--- src/rtl/ebs_pkg.sv ---
package ebs_pkg;

  typedef enum logic [2:0] {
    PH_IDLE = 3'd0,
    PH_S0   = 3'd1,
    PH_S1   = 3'd2,
    PH_S2   = 3'd3,
    PH_S3   = 3'd4
  } phase_t;

  // control bits held for the request in flight
  typedef struct packed {
    logic write;
    logic word;
    logic narrow;
    logic split;   // narrow word: two beats
    logic second;  // second beat running
  } acc_ctl_t;

endpackage

--- src/rtl/ebs_phase_fsm.sv ---
module ebs_phase_fsm
  import ebs_pkg::*;
#(
  parameter int SW = 2
) (
  input  logic          clk,
  input  logic          rst,
  input  logic          req_valid,
  input  logic          more,
  input  logic [SW-1:0] stretch_n,
  output phase_t        phase_q,
  output phase_t        phase_n,
  output logic          ready,
  output logic          accept
);

  localparam int CW = SW + 2;  // four clocks per stretch period

  logic [CW-1:0] cnt_q;

  always_comb begin
    ready   = (phase_q == PH_IDLE) || ((phase_q == PH_S3) && !more);
    accept  = req_valid && ready;
    phase_n = phase_q;
    case (phase_q)
      PH_IDLE: if (accept) phase_n = PH_S0;
      PH_S0:   phase_n = PH_S1;
      PH_S1:   phase_n = PH_S2;
      PH_S2:   if (cnt_q == '0) phase_n = PH_S3;
      PH_S3:   phase_n = (more || accept) ? PH_S0 : PH_IDLE;
      default: phase_n = PH_IDLE;
    endcase
  end

  always_ff @(posedge clk) begin
    if (rst) begin
      phase_q <= PH_IDLE;
      cnt_q   <= '0;
    end else begin
      phase_q <= phase_n;
      if (phase_n == PH_S0)
        cnt_q <= {stretch_n, 2'b00};
      else if ((phase_q == PH_S2) && (cnt_q != '0))
        cnt_q <= cnt_q - 1'b1;
    end
  end

endmodule

--- src/rtl/ebs_beat_fmt.sv ---
module ebs_beat_fmt
  import ebs_pkg::*;
#(
  parameter int DW = 16
) (
  input  logic [DW-1:0] base,
  input  logic [DW-1:0] wdata,
  input  acc_ctl_t      ctl,
  output logic [DW-1:0] beat_addr,
  output logic [DW-1:0] lane,
  output logic          lstrb_n
);

  localparam int BW = DW / 2;

  logic          wide_word;
  logic [BW-1:0] byte_val;

  always_comb begin
    wide_word = ctl.word && !ctl.narrow;
    beat_addr = {base[DW-1:1], base[0] | ctl.second};
    if (ctl.narrow && ctl.word)
      byte_val = ctl.second ? wdata[BW-1:0] : wdata[DW-1:BW];
    else
      byte_val = wdata[BW-1:0];
    lane    = wide_word ? wdata : {byte_val, byte_val};
    lstrb_n = !(wide_word || beat_addr[0]);
  end

endmodule

--- src/rtl/ebs_rd_capture.sv ---
module ebs_rd_capture
  import ebs_pkg::*;
#(
  parameter int DW = 16
) (
  input  logic          clk,
  input  logic          rst,
  input  logic          strobe,   // last clock of S3
  input  acc_ctl_t      ctl,
  input  logic          beat_a0,
  input  logic [DW-1:0] bus_in,
  output logic [DW-1:0] rdata,
  output logic          done
);

  localparam int BW = DW / 2;

  logic last_beat;
  assign last_beat = !(ctl.split && !ctl.second);

  always_ff @(posedge clk) begin
    if (rst) begin
      rdata <= '0;
      done  <= 1'b0;
    end else begin
      done <= strobe && last_beat;
      if (strobe && !ctl.write) begin
        if (ctl.narrow) begin
          if (!ctl.word)
            rdata <= {{BW{1'b0}}, bus_in[DW-1:BW]};
          else if (ctl.second)
            rdata[BW-1:0] <= bus_in[DW-1:BW];
          else
            rdata[DW-1:BW] <= bus_in[DW-1:BW];
        end else if (ctl.word) begin
          rdata <= bus_in;
        end else begin
          rdata <= {{BW{1'b0}}, beat_a0 ? bus_in[BW-1:0] : bus_in[DW-1:BW]};
        end
      end
    end
  end

endmodule

--- src/rtl/ext_bus_seq.sv ---
module ext_bus_seq
  import ebs_pkg::*;
#(
  parameter int DW = 16,
  parameter int SW = 2
) (
  input  logic          clk,
  input  logic          rst,
  input  logic          req_valid,
  output logic          req_ready,
  input  logic [DW-1:0] req_addr,
  input  logic [DW-1:0] req_wdata,
  input  logic          req_word,
  input  logic          req_write,
  input  logic          narrow_mode,
  input  logic [SW-1:0] stretch,
  output logic          done,
  output logic [DW-1:0] rdata,
  output logic [DW-1:0] bus_ad_out,
  output logic          bus_ad_oe,
  input  logic [DW-1:0] bus_ad_in,
  output logic          bus_rw,
  output logic          bus_lstrb_n,
  output logic          bus_cs_n,
  output logic          bus_noacc,
  output logic          bus_eclk
);

  phase_t        phase_q, phase_n;
  logic          accept, more;
  logic [DW-1:0] base_q, base_n, wdata_q, wdata_n;
  acc_ctl_t      ctl_q, ctl_n;
  logic [SW-1:0] st_q, st_n;
  logic [DW-1:0] beat_addr, lane;
  logic          lstrb_n_n;
  logic          addr_ph, data_ph, in_acc;

  assign more = ctl_q.split && !ctl_q.second;
  assign st_n = accept ? stretch : st_q;

  ebs_phase_fsm #(.SW(SW)) u_fsm (
    .clk       (clk),
    .rst       (rst),
    .req_valid (req_valid),
    .more      (more),
    .stretch_n (st_n),
    .phase_q   (phase_q),
    .phase_n   (phase_n),
    .ready     (req_ready),
    .accept    (accept)
  );

  // next request context
  always_comb begin
    base_n  = base_q;
    wdata_n = wdata_q;
    ctl_n   = ctl_q;
    if (accept) begin
      base_n       = req_word ? {req_addr[DW-1:1], 1'b0} : req_addr;
      wdata_n      = req_wdata;
      ctl_n.write  = req_write;
      ctl_n.word   = req_word;
      ctl_n.narrow = narrow_mode;
      ctl_n.split  = narrow_mode && req_word;
      ctl_n.second = 1'b0;
    end else if ((phase_q == PH_S3) && more) begin
      ctl_n.second = 1'b1;
    end
  end

  ebs_beat_fmt #(.DW(DW)) u_fmt (
    .base      (base_n),
    .wdata     (wdata_n),
    .ctl       (ctl_n),
    .beat_addr (beat_addr),
    .lane      (lane),
    .lstrb_n   (lstrb_n_n)
  );

  always_comb begin
    in_acc  = (phase_n != PH_IDLE);
    addr_ph = (phase_n == PH_S0) || (phase_n == PH_S1);
    data_ph = (phase_n == PH_S2) || (phase_n == PH_S3);
  end

  always_ff @(posedge clk) begin
    if (rst) begin
      base_q      <= '0;
      wdata_q     <= '0;
      ctl_q       <= '0;
      st_q        <= '0;
      bus_ad_out  <= '0;
      bus_ad_oe   <= 1'b0;
      bus_rw      <= 1'b1;
      bus_lstrb_n <= 1'b1;
      bus_cs_n    <= 1'b1;
      bus_noacc   <= 1'b1;
      bus_eclk    <= 1'b0;
    end else begin
      base_q      <= base_n;
      wdata_q     <= wdata_n;
      ctl_q       <= ctl_n;
      st_q        <= st_n;
      bus_noacc   <= !in_acc;
      bus_cs_n    <= !(in_acc && (phase_n != PH_S0));
      bus_eclk    <= data_ph;
      bus_rw      <= !(in_acc && ctl_n.write);
      bus_lstrb_n <= in_acc ? lstrb_n_n : 1'b1;
      bus_ad_oe   <= addr_ph || (data_ph && ctl_n.write);
      if (addr_ph)
        bus_ad_out <= beat_addr;
      else if (data_ph && ctl_n.write)
        bus_ad_out <= lane;
    end
  end

  ebs_rd_capture #(.DW(DW)) u_cap (
    .clk     (clk),
    .rst     (rst),
    .strobe  (phase_q == PH_S3),
    .ctl     (ctl_q),
    .beat_a0 (base_q[0] | ctl_q.second),
    .bus_in  (bus_ad_in),
    .rdata   (rdata),
    .done    (done)
  );

endmodule

--- config.mk ---
export PLATFORM = sky130hd
export DESIGN_NAME = ext_bus_seq
export DESIGN_NICKNAME = d
export VERILOG_FILES = /design/src/rtl/ebs_pkg.sv /design/src/rtl/ebs_phase_fsm.sv /design/src/rtl/ebs_beat_fmt.sv /design/src/rtl/ebs_rd_capture.sv /design/src/rtl/ext_bus_seq.sv
export SDC_FILE = /design/constraint.sdc
export NUM_CORES = 1
export LEC_CHECK = 0
export BUFFER_PORTS_ARGS = -buffer_cell sky130_fd_sc_hd__buf_2
export CORE_ASPECT_RATIO = 1.4
export CORE_MARGIN = 5
export CORE_UTILIZATION = 25
export DETAILED_ROUTE_END_ITERATION = 7
export PLACE_DENSITY = 0.5
export SYNTH_ARGS = -nofsm -noshare
export SYNTH_HDL_FRONTEND = slang
export SYNTH_SLANG_ARGS = --single-unit
--- constraint.sdc ---
create_clock -name clk -period 5.9 [get_ports clk]
set_clock_uncertainty 0.05 [all_clocks]
set_input_delay 0 -clock clk [delete_from_list [all_inputs] [get_ports clk]]
set_output_delay 0 -clock clk [all_outputs]
set_load 0.02 [all_outputs]
==> impl_metrics.toml <==
[synth]
synth_common_cells = "85 x dfxtp_1, 47 x nand2_1, 39 x nor2_1"
synth_cells = 404
synth_area_per_cell_sq_um = 9.20
ys_types = 53
synth.net_count = 462
synth_area_leaders = "dfxtp_1 46%, mux2i_1 7.0%, nand2_1 4.7%"
ys_seq_area_frac = 0.458
ys.flop_type = "dfxtp_1"
synth_top_area_cell = "dfxtp_1"
synth_most_common_cell = "dfxtp_1"
synth_warnings = 0
synthesis.area_sq_um = 3720
synth_top_cell_area_share = 0.458
synth-edff-count = 0
async_flop_share = 0
ys_seq_elements = 85

[placed_design]
io_buffers = 95
gp_congestion = 0.779
hpwlAfterDp_um = 8020
dp.cells = 662

[global_route]
grt-ovfl-total = 0
grt_usage = 0.130
grt_pass1_wl_um = 18100
grt_max_degree = 86
antenna_found_initial = 0
grt_pass1_vias = 3452

[floorplanning]
core_sq_um = 14500
start_util = 0.256
die_y_um = 154
num_io_pins = 96
die_x_um = 113
row_count = 52
die_area_sq_um = 17400

[clock_tree]
cts_setup_buffers = 0
hold_buffers = 50
clock-sinks = 85
clockBufferDepth = 2
cts_root_buffer = "clkbuf_16"
htree_levels = 3
worst_skew_pair.late_latency_ns = 0.33
clk_pin_slew_worst_paths_ns = 0.06
cts_tree = "built"
cts_made_buffers = 9
post_cts_resized = 0

[detailed_routing]
drcViolationCount = 0
routedWlPerCell_um = 15.5
routed.top_layer = "met4"
viasPerCell = 4.72
firstDrtPassIters = 4
route.met3.wl_um = 362
ant_nets = 0
drt-met1-wl_um = 4850
vias = 3435
dr_wl_met2_um = 5790
routed_wl_um = 11300
drt_iter0_drc = 209

[sta]
finalSetupViolCount = 0
max_clock_freq_ghz = 0.352
slew_violations = 0
hold_viol_final = 0
rsz0062_at_grt = "no"
timing.final.crit_share = 0.482
slew_headroom = 0.248
fin_crit_ns = 2.84
finalSetupTns_ns = 0
tightest_slew_ns = 1.13

[worst_setup_path]
required_ns = 6.08
crit_path_start_kind = "flip-flop"
max_stage_delay_ns = 0.91
path_cells = "or3b_1 -> nor2_4 -> mux2i_1 -> a211oi_1 -> a211o_1"
critical_path.top_delay_family = "simple AND/OR/NAND/NOR gates"
path_buf_inv = 0
r2r_setup_slack_ns = 3.06
crit_slowest_cell = "nor2_4"
cp_max_fo = 34
arrival_ns = 3.02
cp-end-kind = "flip-flop"
path_class = "flip-flop to flip-flop"

[layout]
num_antenna_cells = 0
drive_gt1_frac = 0.247
area_growth_pct = 37.5
fin_cells = 728
fillers = 1501
final_nets = 592

[power_and_ir_drop]
power_frac_seq = 0.435
ir_worst_vdd_mv = 0.131
power_density_nw_per_um2 = 290
combPwrFrac = 0.180
switching_share = 0.277
p_clk_frac = 0.386
switching_power_w = 0.000411
p_int_w = 0.00107
leakage_nw = 2.12

[flow_run]
cap_violations = 0

[outcome]
status = "finished, final reports clean"

[worst_hold_path]
hold_path.class = "input port to flip-flop"
[stage by stage]
stage          instance area (sq um)  hold slack, ns  setup slack [ns]  utilization  total power (W)
6_report                        5110          0.0231              3.06        0.352          0.00148
3_5_place_dp                    4310           0.199              3.06        0.297         0.000900
5_1_grt                         5110          0.0826              2.85        0.352          0.00156
2_1_floorplan                   3720          0.0309              3.79            -         0.000819
3_3_place_gp                    4300           0.194              2.90        0.297         0.000896
4_1_cts                         5110          0.0134              3.05        0.352          0.00150
[layout make-up]
cell class                 instances  area (sq um)  share of cell area
clock buffer                      11           243              0.0475
sequential                        85          1700               0.333
clock inverter                     5          57.6              0.0113
tap                              189           236              0.0463
timing repair buffer             147           991               0.194
inverter                           5          18.8             0.00367
multi-input combinational        286          1860               0.364
[path summary, 6_finish.rpt]
check | start | to | cells after the start
setup / recovery | u_fsm.phase_q[1] | bus_ad_out[0] | 5
hold / removal | req_valid | u_fsm.phase_q[0] | 3
setup reg to reg | u_fsm.phase_q[1] | bus_ad_out[0] | 5
hold reg to reg | u_cap.rdata[9] | u_cap.rdata[9] | 2
[layout by cell type (no fill, tap or decap), drive strengths merged, types with 2 or more instances in the layout]
master       synthesis  final
mux2i               27     27
a21boi               2      2
or3b                 2      2
nand2               47     47
nor4b                4      4
nand2b               2      2
nor2                40     40
dfxtp               85     85
nor3                22     22
a221o                9      9
inv                  5      6
nor2b                3      3
o21a                 2      2
a211oi              16     16
ha                   2      2
and3b                2      2
nand3               18     18
clkbuf              11     11
a221oi               3      3
o21ai               11     11
dlygate4sd3          0     50
and3                 2      2
a211o                5      5
clkinv               0      3
buf                 17     97
nor3b                2      2
o211ai               4      4
nor4                 3      3
xnor2                3      3
or3                  2      2
a21oi               32     32
mux2                12     12
[worst min-delay path, stage by stage]
cell,delay (ns)
buf_2,0.12
o21ai_0,0.09
a21oi_1,0.15
[cells by family after synthesis]
group | count (synthesis) | synth area share
buffers and inverters | 33 | 0.0455
and+or+nand+nor | 153 | 0.200
AOI/OAI and AO/OA | 89 | 0.166
DFF | 85 | 0.458
adders and majority gates | 2 | 0.00673
xor gates and xnor gates | 3 | 0.00707
muxes | 39 | 0.116
[state kept, by name, summed over array words and instances (netlist names)]
register,cells
base_q,16
bus_ad_out,16
u_cap.rdata,16
wdata_q,16
ctl_q,5
u_fsm.cnt_q,4
u_fsm.phase_q,3
st_q,2
bus_ad_oe,1
bus_cs_n,1
bus_eclk,1
bus_lstrb_n,1
bus_noacc,1
bus_rw,1
u_cap.done,1
[power by group through the flow]
| stage | clock, W | combinational, W | sequential (W) |
|---|---|---|---|
| floorplan | 0 | 0.000155 | 0.000665 |
| global placement | 0 | 0.000239 | 0.000656 |
| detailed placement | 0 | 0.000243 | 0.000657 |
| CTS | 0.000584 | 0.000270 | 0.000645 |
| global route | 0.000611 | 0.000295 | 0.000650 |
| finish | 0.000572 | 0.000266 | 0.000644 |
[metal layers]
layer  global-route usage  up-vias
li1                     -     1709
met1                0.158     1611
met2                0.226       97
met3               0.0211       18
met4               0.0527        0
met5                    0        -
Power figures use the tool's default switching activity.
